$ cat src/rtl/lrc_pkg.sv
package lrc_pkg;
    typedef enum logic [0:0] {
        ST_IDLE = 1'b0,
        ST_HOLD = 1'b1
    } hold_state_e;

    localparam int TRIG_HI_BIT = 7;
    localparam int TRIG_LO_BIT = 6;
    localparam int LAT_BIT     = 3;
    localparam int GATE_BIT    = 1;
    localparam logic [7:0] UNSUP_MASK = 8'hFD;
endpackage

$ cat src/rtl/lrc_regs.sv
module lrc_regs
    import lrc_pkg::*;
#(
    parameter int ADDR_W = 16,
    parameter logic [ADDR_W-1:0] CTRL_ADDR = 16'h0010,
    parameter logic [ADDR_W-1:0] PORT_ADDR = 16'h0092
) (
    input  logic              clk,
    input  logic              rst_n,
    input  logic [ADDR_W-1:0] bus_addr,
    input  logic              bus_wr,
    input  logic              bus_rd,
    input  logic [7:0]        bus_wdata,
    input  logic              kbc_a20,
    output logic [7:0]        bus_rdata,
    output logic              a20_gate,
    output logic              port_unsup,
    output logic              trig,
    output logic              long_sel
);
    logic [7:0] ctrl_q;
    logic [7:0] port_q;
    logic       ctrl_hit;
    logic       port_hit;

    assign ctrl_hit = (bus_addr == CTRL_ADDR);
    assign port_hit = (bus_addr == PORT_ADDR);

    always_ff @(posedge clk) begin
        if (!rst_n) begin
            ctrl_q     <= '0;
            port_q     <= '0;
            port_unsup <= 1'b0;
        end else begin
            if (bus_wr && ctrl_hit) ctrl_q <= bus_wdata;
            if (bus_wr && port_hit) begin
                port_q     <= bus_wdata;
                port_unsup <= |(bus_wdata & UNSUP_MASK);
            end
        end
    end

    always_comb begin
        bus_rdata = '0;
        if (bus_rd) begin
            if (ctrl_hit)      bus_rdata = ctrl_q;
            else if (port_hit) bus_rdata = port_q;
        end
    end

    assign a20_gate = port_q[GATE_BIT] | kbc_a20;
    assign trig     = bus_wr && ctrl_hit && bus_wdata[TRIG_HI_BIT] && bus_wdata[TRIG_LO_BIT];
    assign long_sel = bus_wdata[LAT_BIT];

    // a control write is stored whatever its top bits hold
    p_ctrl_store_r4: assert property (@(posedge clk) disable iff (!rst_n)
        (bus_wr && ctrl_hit) |=> (ctrl_q == $past(bus_wdata)));
    // the port keeps every bit of the last write
    p_port_store_r6: assert property (@(posedge clk) disable iff (!rst_n)
        (bus_wr && port_hit) |=> (port_q == $past(bus_wdata)));
    // the status flag tracks unsupported bits of the written value
    p_unsup_flag_r8: assert property (@(posedge clk) disable iff (!rst_n)
        (bus_wr && port_hit) |=> (port_unsup == ($past(bus_wdata & UNSUP_MASK) != 8'h00)));
endmodule

$ cat src/rtl/lrc_pulse_fsm.sv
module lrc_pulse_fsm
    import lrc_pkg::*;
#(
    parameter int SHORT_CYC = 66,
    parameter int LONG_CYC  = 198
) (
    input  logic clk,
    input  logic rst_n,
    input  logic trig,
    input  logic long_sel,
    output logic cpu_reset,
    output logic fast_req
);
    localparam int CNT_W = $clog2(LONG_CYC + 1);
    localparam logic [CNT_W-1:0] SHORT_LOAD = CNT_W'(SHORT_CYC - 1);
    localparam logic [CNT_W-1:0] LONG_LOAD  = CNT_W'(LONG_CYC - 1);

    hold_state_e      state_q, state_d;
    logic [CNT_W-1:0] cnt_q, cnt_d;
    logic             req_d;

    always_comb begin
        state_d = state_q;
        cnt_d   = cnt_q;
        req_d   = 1'b0;
        unique case (state_q)
            ST_IDLE: begin
                if (trig) begin
                    state_d = ST_HOLD;
                    cnt_d   = long_sel ? LONG_LOAD : SHORT_LOAD;
                    req_d   = 1'b1;
                end
            end
            ST_HOLD: begin
                if (cnt_q == '0) state_d = ST_IDLE;
                else             cnt_d   = cnt_q - 1'b1;
            end
            default: state_d = ST_IDLE;
        endcase
    end

    always_ff @(posedge clk) begin
        if (!rst_n) begin
            state_q  <= ST_IDLE;
            cnt_q    <= '0;
            fast_req <= 1'b0;
        end else begin
            state_q  <= state_d;
            cnt_q    <= cnt_d;
            fast_req <= req_d;
        end
    end

    always_comb begin
        cpu_reset = (state_q == ST_HOLD);
    end

    // the strobe only appears alongside a running pulse
    p_req_in_hold_r2: assert property (@(posedge clk) disable iff (!rst_n)
        fast_req |-> cpu_reset);
    // an idle request is accepted on the write edge
    p_accept_idle_r2: assert property (@(posedge clk) disable iff (!rst_n)
        (trig && !cpu_reset) |=> (fast_req && cpu_reset));
    // nothing is accepted while a pulse is running
    p_no_retrigger_r5: assert property (@(posedge clk) disable iff (!rst_n)
        cpu_reset |=> !fast_req);
    // the remaining count never exceeds the long latency
    p_cnt_bound_r3: assert property (@(posedge clk) disable iff (!rst_n)
        (cnt_q <= LONG_LOAD));
endmodule

$ cat src/rtl/legacy_reset_a20_ctl.sv
module legacy_reset_a20_ctl #(
    parameter int ADDR_W      = 16,
    parameter logic [ADDR_W-1:0] CTRL_ADDR = 16'h0010,
    parameter logic [ADDR_W-1:0] PORT_ADDR = 16'h0092,
    parameter int CLK_FREQ_HZ = 33_000_000,
    parameter int SHORT_US    = 2,
    parameter int LONG_US     = 6
) (
    input  logic              clk,
    input  logic              rst_n,
    input  logic [ADDR_W-1:0] bus_addr,
    input  logic              bus_wr,
    input  logic              bus_rd,
    input  logic [7:0]        bus_wdata,
    output logic [7:0]        bus_rdata,
    input  logic              kbc_a20,
    output logic              a20_gate,
    output logic              cpu_reset,
    output logic              fast_reset_req,
    output logic              port_unsup
);
    localparam int CYC_PER_US = CLK_FREQ_HZ / 1_000_000;
    localparam int SHORT_CYC  = (SHORT_US * CYC_PER_US < 1) ? 1 : SHORT_US * CYC_PER_US;
    localparam int LONG_CYC   = (LONG_US * CYC_PER_US < SHORT_CYC) ? SHORT_CYC : LONG_US * CYC_PER_US;

    logic trig;
    logic long_sel;

    lrc_regs #(
        .ADDR_W    (ADDR_W),
        .CTRL_ADDR (CTRL_ADDR),
        .PORT_ADDR (PORT_ADDR)
    ) u_regs (
        .clk        (clk),
        .rst_n      (rst_n),
        .bus_addr   (bus_addr),
        .bus_wr     (bus_wr),
        .bus_rd     (bus_rd),
        .bus_wdata  (bus_wdata),
        .kbc_a20    (kbc_a20),
        .bus_rdata  (bus_rdata),
        .a20_gate   (a20_gate),
        .port_unsup (port_unsup),
        .trig       (trig),
        .long_sel   (long_sel)
    );

    lrc_pulse_fsm #(
        .SHORT_CYC (SHORT_CYC),
        .LONG_CYC  (LONG_CYC)
    ) u_fsm (
        .clk       (clk),
        .rst_n     (rst_n),
        .trig      (trig),
        .long_sel  (long_sel),
        .cpu_reset (cpu_reset),
        .fast_req  (fast_reset_req)
    );
endmodule

$ cat config.mk
export PLATFORM = sky130hd
export DESIGN_NAME = legacy_reset_a20_ctl
export DESIGN_NICKNAME = d
export VERILOG_FILES = /design/src/rtl/lrc_pkg.sv /design/src/rtl/lrc_regs.sv /design/src/rtl/lrc_pulse_fsm.sv /design/src/rtl/legacy_reset_a20_ctl.sv
export SDC_FILE = /design/constraint.sdc
export NUM_CORES = 1
export LEC_CHECK = 0
export ABC_AREA = 1
export BUFFER_PORTS_ARGS = -buffer_cell sky130_fd_sc_hd__clkbuf_2
export CAP_MARGIN = 20
export CORE_MARGIN = 2
export CORE_UTILIZATION = 51
export DETAILED_ROUTE_END_ITERATION = 10
export GPL_ROUTABILITY_DRIVEN = 0
export PLACE_DENSITY = 0.86
export SYNTH_ARGS = -nofsm -noshare
export SYNTH_HDL_FRONTEND = slang
export SYNTH_SLANG_ARGS = --single-unit
$ cat constraint.sdc
create_clock -name clk -period 1.75 [get_ports clk]
set_input_delay 0.0875 -clock clk [delete_from_list [all_inputs] [get_ports clk]]
set_output_delay 0.0875 -clock clk [all_outputs]
set_load 0.02 [all_outputs]
; Word-level counts from Yosys, hierarchy flattened
; Cells that the tools add are included.
[totals]
wordCells = 32
inputBits = 29
register_bits = 27
output_inout_bits = 12
[op_classes]
n_eq_ne = 4
add_sub_neg = 1
mux = 10
n_bitwise = 3
reduce_logical = 8
[ops]
columns = cell, n
row1 = two-way mux 8 bit, 6
row2 = == test 16 x 5 -> 1 bit (second input constant), 1
row3 = == test 16 x 8 -> 1 bit (second input constant), 1
row4 = one-hot mux 8 bit (2 select lines), 1
row5 = zero test 8 bit, 1
row6 = subtractor 8 x 1 -> 8 bit (second input constant), 1
row7 = OR reduction 7 bit, 1
row8 = logical AND 1 bit, 4
row9 = != test 2 bit (second input constant), 2
row10 = two-way mux 1 bit, 2
row11 = inverter 1 bit, 2
row12 = one-hot mux 1 bit (2 select lines), 1
row13 = AND reduction 2 bit, 1
row14 = OR reduction 2 bit, 1
row15 = bitwise OR 1 bit, 1

; Longest topological paths before layout
; Gate-level depths: netlist (run 1).
[depth]
word_depth = 6
mapped_depth = 11

; Hierarchy
; Synthesis (run 1) repeated with hierarchy kept, for this count alone.
[hier_totals]
hier_cells = 281
area_unflattened_um2 = 1721.7
[by_module_without_submodules]
columns = mod, area_each_um2, cells_per_inst, n_inst
row1 = lrc_regs, 1119.8, 188, 1
row2 = lrc_pulse_fsm, 601.8, 93, 1

; Worst setup path before layout (run 1)
; Ideal clock, no wire load.
[synth_timing]
path_kind = input-to-output
startpoint = in bus_addr[15]
endpoint = out bus_rdata[0]
path_stages = 6
path_slack_ps = 423
path_buffers = 1
required_ps = 1662
arrival_ps = 1240
path_cell_list = nor2_1 nand2_1 nor2_4 clkbuf_1 nand3_1 a21oi_1
[synth_via]
elab_chain_len = 4
word_cells_on_any_way = 5
[synth_rtl]
columns = element, line
row1 = from (decl), legacy_reset_a20_ctl.sv:11  ; input logic [ADDR_W-1:0] bus_addr,
row2 = == test 16 x 8 -> 1 bit, lrc_regs.sv:27  ; assign port_hit = (bus_addr == PORT_ADDR);
row3 = two-way mux 8 bit, lrc_regs.sv:47  ; else if (port_hit) bus_rdata = port_q;
row4 = two-way mux 8 bit (*), lrc_regs.sv:46  ; if (ctrl_hit) bus_rdata = ctrl_q;
row5 = two-way mux 8 bit (*), lrc_regs.sv:45  ; if (bus_rd) begin
row6 = to (decl), legacy_reset_a20_ctl.sv:15  ; output logic [7:0] bus_rdata,
; Mark *: on every way between the ends. The rest lies on a longest branch, timed or not.

; Final worst setup path (run 1)
[layout_timing]
startpoint = reg u_fsm.cnt_q[3]
endpoint = reg u_fsm.cnt_q[5]
[layout_via]
elab_chain_len = 3
word_cells_on_any_way = 6
[layout_rtl]
columns = element, line
row1 = from (decl), lrc_pulse_fsm.sv:19  ; logic [CNT_W-1:0] cnt_q, cnt_d;
row2 = from (signal assigned), lrc_pulse_fsm.sv:49  ; cnt_q <= cnt_d;
row3 = subtractor 8 x 1 -> 8 bit or zero test 8 bit (tied branches), "lrc_pulse_fsm.sv:36, lrc_pulse_fsm.sv:35"
row4 = two-way mux 8 bit or != test 2 bit (tied branches), n/a
row5 = one-hot mux 8 bit (2 select lines) or AND reduction 2 bit (tied branches), n/a
; Several ways; a longest one is shown, not always the timed one. The select of a mux whose other input is x is not followed.
; A chain may end at the register's enable or synchronous reset.

==> results.json, run 1 <==
{
  "drt-initial-drc-count": 87,
  "final_net_count": 280,
  "first_global_vias": 1427,
  "post-synth-top-area-cell": "sky130_fd_sc_hd__dfxtp_1",
  "starting_density_of_the_core": 0.531,
  "wirelength_um": 3280,
  "fp.dieArea_um2": 3290,
  "hold_end": "u_regs.ctrl_q[1]",
  "rsz0062_at_grt": "no",
  "cellLeakagePower_nw": 0.770,
  "power_frac_clock": 0.283,
  "post_cts.repair.setup_buffers": 0,
  "grt_pass1_wl_um": 5750,
  "synth_cell_types": 23,
  "internal_power_mw": 0.739,
  "met1_length_um": 1530,
  "clock_tree.buffer_depth": 2,
  "post_cts_resized": 0,
  "slowest_delay_ps": 380,
  "fin_tns_setup_ps": 0,
  "finClkSkew_ps": 0.897,
  "std_cell_rows": 19,
  "layout.cells.most_common": "sky130_fd_sc_hd__clkbuf_2",
  "seqPwrFrac": 0.631,
  "cts_hold_buffers": 0,
  "globalRouteTotalUtil": 0.215,
  "cp_top_family": "simple AND/OR/NAND/NOR gates",
  "drt-pass1-iter-count": 4,
  "status": "complete, no violations",
  "horizontal_extent_of_the_die_um": 57.4,
  "setup.worst_path.start_class": "register",
  "cts.reportedPaths.clkPinSlew_ps": 140,
  "layout.cells.most_common_list": "sky130_fd_sc_hd__clkbuf_2 (40), sky130_fd_sc_hd__nor2_1 (37), sky130_fd_sc_hd__nand2_1 (32), sky130_fd_sc_hd__a21oi_1 (27), sky130_fd_sc_hd__dfxtp_1 (27)",
  "number_of_fillers_in_the_final_layout": 266,
  "crit_path_end_kind": "register",
  "power_density_relative_to_cell_area_nw_per_um2": 571,
  "post_drt_wl_per_cell_um": 11.8,
  "io_buffers": 40,
  "switchingPower_mw": 0.236,
  "antenna_violations_before_repair": 0,
  "timing.rr.end": "u_fsm.cnt_q[5]",
  "ys_ff_latch": 27,
  "final_hold_viol_count": 0,
  "path_buf_inv": 0,
  "dr_total_vias": 1499,
  "yosysWarningCount": 0,
  "met2WireLength_um": 1570,
  "required_time_reported_for_the_critical_path_endpoint_ps": 1970,
  "synth_cells": 208,
  "tritoncts.num_buffers": 3,
  "post-route-period-util": 0.860,
  "source_of_the_worst_hold_timing_path": "bus_wdata[1]",
  "swShare": 0.242,
  "power.ir.vdd_worst_v": 0.000542,
  "worst-setup-path-type": "register to register",
  "wl_met3_um": 162,
  "synthesis.area_per_instance_um2": 6.98,
  "final-max-slew-violation-count": 0,
  "hold_path.class": "primary input to register",
  "critical_path.slowest_cell": "sky130_fd_sc_hd__dfxtp_1",
  "h-tree-depth": 1,
  "synth_nets": 239,
  "r2r.worst_path.cells": 7,
  "path_cells": "nor2_1 -> nand3_1 -> nand3b_1 -> nand2_2 -> nand2_4 -> nand2_1 -> a21oi_1",
  "viasPerCell": 5.37,
  "cts_tree": "built",
  "setup_viol": 0,
  "post_synth_instance_area_um2": 1450,
  "r2r_start": "u_fsm.cnt_q[3]",
  "finalCoreUtilization": 0.624,
  "post-dp-hpwl_um": 2510,
  "detail_route.drc_violations": 0,
  "number_of_primary_i_o_pins": 41,
  "cts.root.buffer_cell": "sky130_fd_sc_hd__clkbuf_4",
  "topRoutingLayerUsed": "met4",
  "antenna_violating_nets_post_route": 0,
  "chipHeight_um": 57.4,
  "fmax_mhz": 665,
  "cap_violations": 0,
  "grt_overflow": 0,
  "tritoncts_num_sinks": 27,
  "placeableCoreArea_um2": 2730,
  "fin_total_pwr_mw": 0.974,
  "seq_area_frac_synth": 0.372,
  "period_minus_slack_ps": 1500,
  "max_slew_margin": 0.660,
  "crit_path_max_fanout": 10,
  "worst_ep_arrival_time_ps": 1720,
  "share_comb_of_total_power": 0.086,
  "synth_top_area_share": 0.372,
  "whs_path_depth": 3,
  "r2r_slack_ps": 250,
  "n_antenna_cell": 0,
  "clk-insertion-delay-late_ps": 330,
  "drive_gt1_frac": 0.226,
  "area.growth.synth_to_final_pct": 17.5,
  "path_depth": 7,
  "worst_slew_pin_slew_ps": 510,
  "synthTopCellsByArea": "sky130_fd_sc_hd__dfxtp_1 (37%), sky130_fd_sc_hd__nor2_1 (9.6%), sky130_fd_sc_hd__a21oi_1 (9.3%)",
  "grt_start_max_net_pins": 19
}
final cells by class:
| class | instances | area, um^2 | share of cell area |
|---|---|---|---|
| multi-input combinational | 160 | 826 | 0.484 |
| sequential | 27 | 541 | 0.317 |
| timing repair buffer | 43 | 223 | 0.130 |
| inverter | 14 | 52.6 | 0.0308 |
| tap | 31 | 38.8 | 0.0227 |
| clock buffer | 4 | 26.3 | 0.0154 |
power groups by stage:
stage | Sequential [mW] | Combinational, mW | Clock, mW
3_3_place_gp | 0.628 | 0.0819 | 0
6_report | 0.615 | 0.0839 | 0.276
2_1_floorplan | 0.628 | 0.0337 | 0
5_1_grt | 0.615 | 0.0944 | 0.296
4_1_cts | 0.615 | 0.0843 | 0.283
3_5_place_dp | 0.628 | 0.0840 | 0
per-stage QoR:
step / hold WS (ps) / area [um^2] / setup WS [ps] / instances
2_1_floorplan: 222 / 1450 / 423 / 208
3_3_place_gp: 356 / 1680 / 283 / 275
3_5_place_dp: 362 / 1680 / 225 / 275
4_1_cts: 6.47 / 1710 / 287 / 279
5_1_grt: 14.9 / 1710 / 123 / 279
6_report: 7.39 / 1710 / 245 / 279
cell families after synthesis:
logic type,after synthesis,synth area share
adder cells (fa/ha/maj),2,0.0172
AND/OR/NAND/NOR,111,0.379
AO/OA/AOI/OAI,43,0.148
XOR/XNOR,4,0.0241
flip-flops,27,0.372
buffers and inverters,21,0.0594
how the worst max path moves through the flow:
stage / start / endpoint / slack [ps]
6_report: u_fsm.cnt_q[3] / u_fsm.cnt_q[5] / 250
5_1_grt: u_fsm.cnt_q[3] / u_fsm.cnt_q[2] / 120
4_1_cts: u_fsm.cnt_q[3] / u_fsm.cnt_q[1] / 290
3_5_place_dp: bus_addr[3] / u_fsm.cnt_q[2] / 230
3_3_place_gp: bus_addr[4] / u_fsm.cnt_q[2] / 280
2_1_floorplan: bus_addr[15] / bus_rdata[0] / 420
cell usage after synthesis:
library cell / count
sky130_fd_sc_hd__a21oi_1: 27
sky130_fd_sc_hd__buf_4: 2
sky130_fd_sc_hd__clkbuf_1: 5
sky130_fd_sc_hd__dfxtp_1: 27
sky130_fd_sc_hd__ha_1: 2
sky130_fd_sc_hd__inv_1: 14
sky130_fd_sc_hd__nand2_1: 32
sky130_fd_sc_hd__nand2_2: 1
sky130_fd_sc_hd__nand2_4: 2
sky130_fd_sc_hd__nand3_1: 17
sky130_fd_sc_hd__nand3_2: 1
sky130_fd_sc_hd__nand3_4: 1
sky130_fd_sc_hd__nand3b_1: 2
sky130_fd_sc_hd__nand4_1: 10
sky130_fd_sc_hd__nor2_1: 37
sky130_fd_sc_hd__nor2_4: 2
sky130_fd_sc_hd__nor3_1: 2
sky130_fd_sc_hd__nor4_1: 1
sky130_fd_sc_hd__nor4_4: 1
sky130_fd_sc_hd__o21ai_0: 16
sky130_fd_sc_hd__or2_2: 2
sky130_fd_sc_hd__xnor2_1: 1
sky130_fd_sc_hd__xor2_1: 3
metal layers:
layer,vias up,global-route usage
met5,-,0
met4,0,0.0432
met3,3,0.0408
met2,43,0.391
met1,677,0.262
li1,776,-
worst reg2reg max path: cells and delay by family, from the launching register on:
family           cells  cell delay, ps
AO/OA/AOI/OAI        1              50
flip-flops           1             380
AND/OR/NAND/NOR      6             970
sequential cells by signal, summed over array words and instances, names as in the netlist:
register           flops
u_fsm.cnt_q            8
u_fsm.cpu_reset        1
u_fsm.fast_req         1
u_regs.ctrl_q          8
u_regs.port_q          8
u_regs.port_unsup      1
Power figures use the tool's default switching activity.
==> run 2: changes to the inputs <==
--- a/config.mk
+++ b/config.mk
@@ -13,6 +13,7 @@
 export DETAILED_ROUTE_END_ITERATION = 10
 export GPL_ROUTABILITY_DRIVEN = 0
 export PLACE_DENSITY = 0.86
+export RECOVER_POWER = 50
 export SYNTH_ARGS = -nofsm -noshare
 export SYNTH_HDL_FRONTEND = slang
 export SYNTH_SLANG_ARGS = --single-unit
==> results.json, run 2 (synthesis results as in run 1) <==
{
  "cts.root.buffer_cell": "sky130_fd_sc_hd__clkbuf_4",
  "seqPwrFrac": 0.633,
  "hold_ws_ps": 3.46,
  "period_minus_slack_ps": 1500,
  "drt-initial-drc-count": 67,
  "placeableCoreArea_um2": 2730,
  "fmax_mhz": 665,
  "met2WireLength_um": 1620,
  "internal_power_mw": 0.738,
  "cts.reportedPaths.clkPinSlew_ps": 140,
  "path_cells": "nor2_1 -> nand3_1 -> nand3b_1 -> nand2_2 -> nand2_4 -> nand2_1 -> a21oi_1",
  "detail_route.drc_violations": 0,
  "rsz0062_at_grt": "no",
  "final_hold_viol_count": 0,
  "final_net_count": 280,
  "power.ir.vdd_worst_v": 0.000569,
  "reg.largest.list": "u_fsm.cnt_q x8, u_regs.ctrl_q x8, u_regs.port_q x8",
  "slowest_delay_ps": 370,
  "chipHeight_um": 57.4,
  "viasPerCell": 5.40,
  "post-dp-hpwl_um": 2510,
  "fin_tns_setup_ps": 0,
  "post_cts.repair.setup_buffers": 0,
  "cap_violations": 0,
  "globalRouteTotalUtil": 0.215,
  "worst-setup-path-type": "register to register",
  "tritoncts_num_sinks": 27,
  "wirelength_um": 3300,
  "topRoutingLayerUsed": "met4",
  "starting_density_of_the_core": 0.531,
  "power_density_relative_to_cell_area_nw_per_um2": 582,
  "swShare": 0.240,
  "path_buf_inv": 0,
  "io_buffers": 40,
  "grt_pass1_wl_um": 5750,
  "crit_path_max_fanout": 10,
  "std_cell_rows": 19,
  "drt-pass1-iter-count": 4,
  "grt_start_max_net_pins": 19,
  "worst_slew_pin_slew_ps": 507,
  "setup_slack_ps": 245,
  "tritoncts.num_buffers": 3,
  "max_slew_margin": 0.662,
  "clock_tree.buffer_depth": 2,
  "critical_path.slowest_cell": "sky130_fd_sc_hd__dfxtp_1",
  "cts_hold_buffers": 0,
  "worst_ep_arrival_time_ps": 1720,
  "drive_gt1_frac": 0.202,
  "clk-insertion-delay-late_ps": 330,
  "cellLeakagePower_nw": 0.755,
  "dr_total_vias": 1506,
  "antenna_violations_before_repair": 0,
  "number_of_primary_i_o_pins": 41,
  "final-max-slew-violation-count": 0,
  "n_antenna_cell": 0,
  "setup.worst_path.start_class": "register",
  "horizontal_extent_of_the_die_um": 57.4,
  "layout.cells.most_common": "sky130_fd_sc_hd__clkbuf_2",
  "first_global_vias": 1427,
  "area.growth.synth_to_final_pct": 14.8,
  "wl_met3_um": 152,
  "cts_tree": "built",
  "fp.dieArea_um2": 3290,
  "status": "complete, no violations",
  "setup_viol": 0,
  "fin_area_um2": 1670,
  "switchingPower_mw": 0.233,
  "hold_path.class": "primary input to register",
  "h-tree-depth": 1,
  "dpl-instance-area_um2": 1680,
  "layout.cells.most_common_list": "sky130_fd_sc_hd__clkbuf_2 (38), sky130_fd_sc_hd__nor2_1 (37), sky130_fd_sc_hd__nand2_1 (32), sky130_fd_sc_hd__a21oi_1 (27), sky130_fd_sc_hd__dfxtp_1 (27)",
  "pre_cts_ws_ps": 225,
  "power_frac_clock": 0.285,
  "met1_length_um": 1510,
  "cp_top_family": "simple AND/OR/NAND/NOR gates",
  "crit_path_end_kind": "register",
  "post_drt_wl_per_cell_um": 11.8,
  "required_time_reported_for_the_critical_path_endpoint_ps": 1970,
  "antenna_violating_nets_post_route": 0,
  "post-route-period-util": 0.860,
  "post_cts_resized": 0,
  "finClkSkew_ps": 3.26,
  "grt_overflow": 0,
  "share_comb_of_total_power": 0.082
}
==> run 2: final timing paths <==
| path | from | endpoint | slack (ps) | depth (start not counted) |
|---|---|---|---|---|
| hold reg to reg | u_regs.ctrl_q[7] | u_regs.ctrl_q[7] | 470 | 2 |
| setup / recovery | u_fsm.cnt_q[3] | u_fsm.cnt_q[5] | 250 | 7 |
| setup reg to reg | u_fsm.cnt_q[3] | u_fsm.cnt_q[5] | 250 | 7 |
| hold / removal | bus_wdata[1] | u_regs.ctrl_q[1] | 3 | 3 |
==> run 2: per-stage QoR <==
step	utilization	std cells	total power, mW
6_report	0.610	279	0.971
4_1_cts	0.624	279	0.982
2_1_floorplan	-	208	0.662
3_5_place_dp	0.615	275	0.712
5_1_grt	0.610	279	1.00
3_3_place_gp	0.615	275	0.710
==> run 2: layer usage <==
layer,GRT usage,up-vias
met5,0,-
met4,0.0432,0
met3,0.0408,3
met2,0.391,39
met1,0.262,690
li1,-,774
==> run 2: power by group through the flow <==
stage	Sequential (mW)	Clock [mW]	Combinational [mW]
global placement	0.628	0	0.0819
finish	0.615	0.276	0.0798
global route	0.615	0.296	0.0902
detailed placement	0.628	0	0.0840
floorplan	0.628	0	0.0337
CTS	0.615	0.283	0.0843
==> run 2: tightest hold or removal path, cell delays in order <==
cell and delay, ps:
sky130_fd_sc_hd__clkbuf_2 90, sky130_fd_sc_hd__nor2_1 40, sky130_fd_sc_hd__nor2_1 90
==> run 2: final cells by class <==
| type | instances | area (um^2) |
|---|---|---|
| Sequential cell | 27 | 541 |
| Timing Repair Buffer | 43 | 216 |
| Fill cell | 275 | 1070 |
| Clock buffer | 4 | 26.3 |
| Inverter | 14 | 52.6 |
| Multi-Input combinational cell | 160 | 793 |
| Tap cell | 31 | 38.8 |
==> run 3: changes to the inputs <==
--- a/config.mk
+++ b/config.mk
@@ -5,14 +5,12 @@
 export SDC_FILE = /design/constraint.sdc
 export NUM_CORES = 1
 export LEC_CHECK = 0
-export ABC_AREA = 1
 export BUFFER_PORTS_ARGS = -buffer_cell sky130_fd_sc_hd__clkbuf_2
 export CAP_MARGIN = 20
 export CORE_MARGIN = 2
-export CORE_UTILIZATION = 51
+export CORE_UTILIZATION = 52
 export DETAILED_ROUTE_END_ITERATION = 10
-export GPL_ROUTABILITY_DRIVEN = 0
-export PLACE_DENSITY = 0.86
+export PLACE_DENSITY = 0.87
 export RECOVER_POWER = 50
 export SYNTH_ARGS = -nofsm -noshare
 export SYNTH_HDL_FRONTEND = slang
==> results.json, run 3 <==
{
  "synth_top_area_share": 0.357,
  "tritoncts.num_buffers": 3,
  "final-max-slew-violation-count": 0,
  "hold_path.class": "primary input to register",
  "n_antenna_cell": 0,
  "drt-pass1-iter-count": 5,
  "cellLeakagePower_nw": 0.806,
  "starting_density_of_the_core": 0.549,
  "fin_total_pwr_mw": 1.03,
  "setup.worst_path.start_class": "register",
  "timing.rr.end": "u_fsm.cnt_q[7]",
  "synth_nets": 213,
  "grt_start_max_net_pins": 19,
  "power.ir.vdd_worst_v": 0.000460,
  "post-synth-top-area-cell": "sky130_fd_sc_hd__dfxtp_1",
  "post_synth_instance_area_um2": 1510,
  "layout.cells.most_common": "sky130_fd_sc_hd__buf_4",
  "area.growth.synth_to_final_pct": 36.6,
  "worst-setup-path-type": "register to register",
  "hold_ws_ps": -0.559,
  "top_cells_by_count_synth": "sky130_fd_sc_hd__dfxtp_1 (27), sky130_fd_sc_hd__a21oi_1 (22), sky130_fd_sc_hd__clkbuf_1 (11), sky130_fd_sc_hd__o31ai_1 (11), sky130_fd_sc_hd__nand3_1 (10)",
  "worst_ep_arrival_time_ps": 2140,
  "gp_routability_congestion": 0.914,
  "required_time_reported_for_the_critical_path_endpoint_ps": 2040,
  "postSynth.asyncResetShare": 0,
  "placeableCoreArea_um2": 2760,
  "post-dp-hpwl_um": 2980,
  "r2r_slack_ps": -100,
  "grt_pass1_wl_um": 7070,
  "main_flop_type_after_synthesis": "sky130_fd_sc_hd__dfxtp_1",
  "h-tree-depth": 1,
  "grt_overflow": 0,
  "max_slew_margin": 0.690,
  "fin_tns_setup_ps": -459,
  "failing_checks": "hold timing, setup timing",
  "post_drt_wl_per_cell_um": 19.8,
  "clk-insertion-delay-late_ps": 340,
  "critical_path.endpoint": "u_fsm.cnt_q[7]",
  "worst_slew_pin_slew_ps": 465,
  "io_buffers": 40,
  "setup_viol": 11,
  "cap_violations": 0,
  "pre_cts_ws_ps": -92.8,
  "synth_cells": 182,
  "ys_ff_latch": 27,
  "wirelength_um": 5490,
  "fmax_mhz": 541,
  "chipHeight_um": 57.9,
  "cts_tree": "built",
  "power_density_relative_to_cell_area_nw_per_um2": 496,
  "reg.largest.list": "u_fsm.cnt_q x8, u_regs.ctrl_q x8, u_regs.port_q x8",
  "yosysWarningCount": 0,
  "synth-edff-count": 0,
  "fin_area_um2": 2070,
  "period_minus_slack_ps": 1850,
  "crit_path_max_fanout": 5,
  "layout.cells.most_common_list": "sky130_fd_sc_hd__buf_4 (37), sky130_fd_sc_hd__clkbuf_2 (30), sky130_fd_sc_hd__dfxtp_1 (25), sky130_fd_sc_hd__a21oi_1 (21), sky130_fd_sc_hd__o31ai_1 (11)",
  "std_cell_rows": 19,
  "synthesis.area_per_instance_um2": 8.31,
  "r2r.worst_path.cells": 7,
  "most_frequent_cell_after_synthesis": "sky130_fd_sc_hd__dfxtp_1",
  "post-route-period-util": 1.06,
  "r2r_start": "u_fsm.cnt_q[0]",
  "drt-initial-drc-count": 188,
  "synthTopCellsByArea": "sky130_fd_sc_hd__dfxtp_1 (36%), sky130_fd_sc_hd__a21oi_1 (7.3%), sky130_fd_sc_hd__o31ai_1 (5.5%)",
  "dr_total_vias": 1919,
  "dp.cells": 264,
  "drive_gt1_frac": 0.389,
  "antenna_violating_nets_post_route": 0,
  "globalRouteTotalUtil": 0.272,
  "antenna_violations_before_repair": 0,
  "status": "complete, but fails checks",
  "finalCoreUtilization": 0.750,
  "rsz0062_at_grt": "yes",
  "first_global_vias": 1577,
  "tritoncts_num_sinks": 27,
  "worstSetupStartpoint": "u_fsm.cnt_q[0]",
  "seq_area_frac_synth": 0.357,
  "cts.reportedPaths.clkPinSlew_ps": 160,
  "synth_cell_types": 39,
  "viasPerCell": 6.90,
  "detail_route.drc_violations": 0,
  "clock_tree.buffer_depth": 2,
  "number_of_primary_i_o_pins": 41,
  "fin_cells": 278,
  "finClkSkew_ps": 1.61,
  "horizontal_extent_of_the_die_um": 57.9,
  "fp.dieArea_um2": 3360,
  "final_hold_viol_count": 1,
  "dpl-instance-area_um2": 1890,
  "crit_path_end_kind": "register",
  "cts.root.buffer_cell": "sky130_fd_sc_hd__clkbuf_4",
  "setup_slack_ps": -99.0,
  "final_net_count": 279
}
## run 3: cell count changes after synthesis, sizes merged, moves of 6 or more
cell    change
nand2      -28
nand3       -9
clkbuf      +6
nor2       -34
nor2b       +8
inv         -8
o31ai      +12
a32oi       +8
## run 3: what timing repair did
item                                   CTS  global route
buffers inserted                         2             7
hold buffers                             0             1
endpoints found under the hold margin    0             1
resized for setup                       14            21
gates cloned                             0             1
pin swaps                                2            10
setup endpoints to repair               13            15
## run 3: logic make-up after synthesis
kind of cell,count (synthesis),share of synthesized area
AOI/OAI and AO/OA,64,0.289
DFF,27,0.357
and+or+nand+nor,67,0.271
muxes,1,0.00662
buffers and inverters,21,0.0595
adders and majority gates,2,0.0165
## run 3: power breakdown
| part | internal, mW | switching [mW] | leakage [nW] |
|---|---|---|---|
| sequential | 0.615 | 0.00000270 | 0.218 |
| combinational | 0.0468 | 0.0676 | 0.572 |
| clock | 0.0898 | 0.206 | 0.0150 |
## run 3: per-layer routing
layer,up-vias,wire length (um),part of all wire,global-route usage
li1,834,-,-,-
met1,868,1960,0.36,0.346
met2,174,2600,0.47,0.458
met3,43,626,0.11,0.0313
met4,0,307,0.056,0.136
met5,-,0,0,0
## run 3: how the worst min path moves through the flow
stage / from / end / slack (ps) / depth (start not counted)
6_report: bus_wdata[0] / u_regs.ctrl_q[0] / -0.6 / 3
5_1_grt: bus_wdata[0] / u_regs.ctrl_q[0] / 7 / 3
4_1_cts: bus_wdata[1] / u_regs.ctrl_q[1] / 7 / 3
3_5_place_dp: bus_wdata[1] / u_regs.ctrl_q[1] / 360 / 3
3_3_place_gp: bus_wdata[1] / u_regs.ctrl_q[1] / 350 / 3
2_1_floorplan: rst_n / u_fsm.cnt_q[5] / 210 / 1
## run 3: layout make-up
class	instances	area [um^2]
Clock buffer	4	26.3
Fill cell	195	691
Inverter	6	22.5
Multi-Input combinational cell	134	938
Sequential cell	27	543
Tap cell	31	38.8
Timing Repair Buffer	76	498
## run 3: worst max-delay path: stages, from the launching register on
cell and delay (ps):
sky130_fd_sc_hd__dfxtp_2 370, sky130_fd_sc_hd__inv_2 90, sky130_fd_sc_hd__ha_4 130, sky130_fd_sc_hd__or4b_4 480, sky130_fd_sc_hd__o21a_1 230, sky130_fd_sc_hd__a21oi_2 170, sky130_fd_sc_hd__buf_6 150, sky130_fd_sc_hd__mux2i_1 170
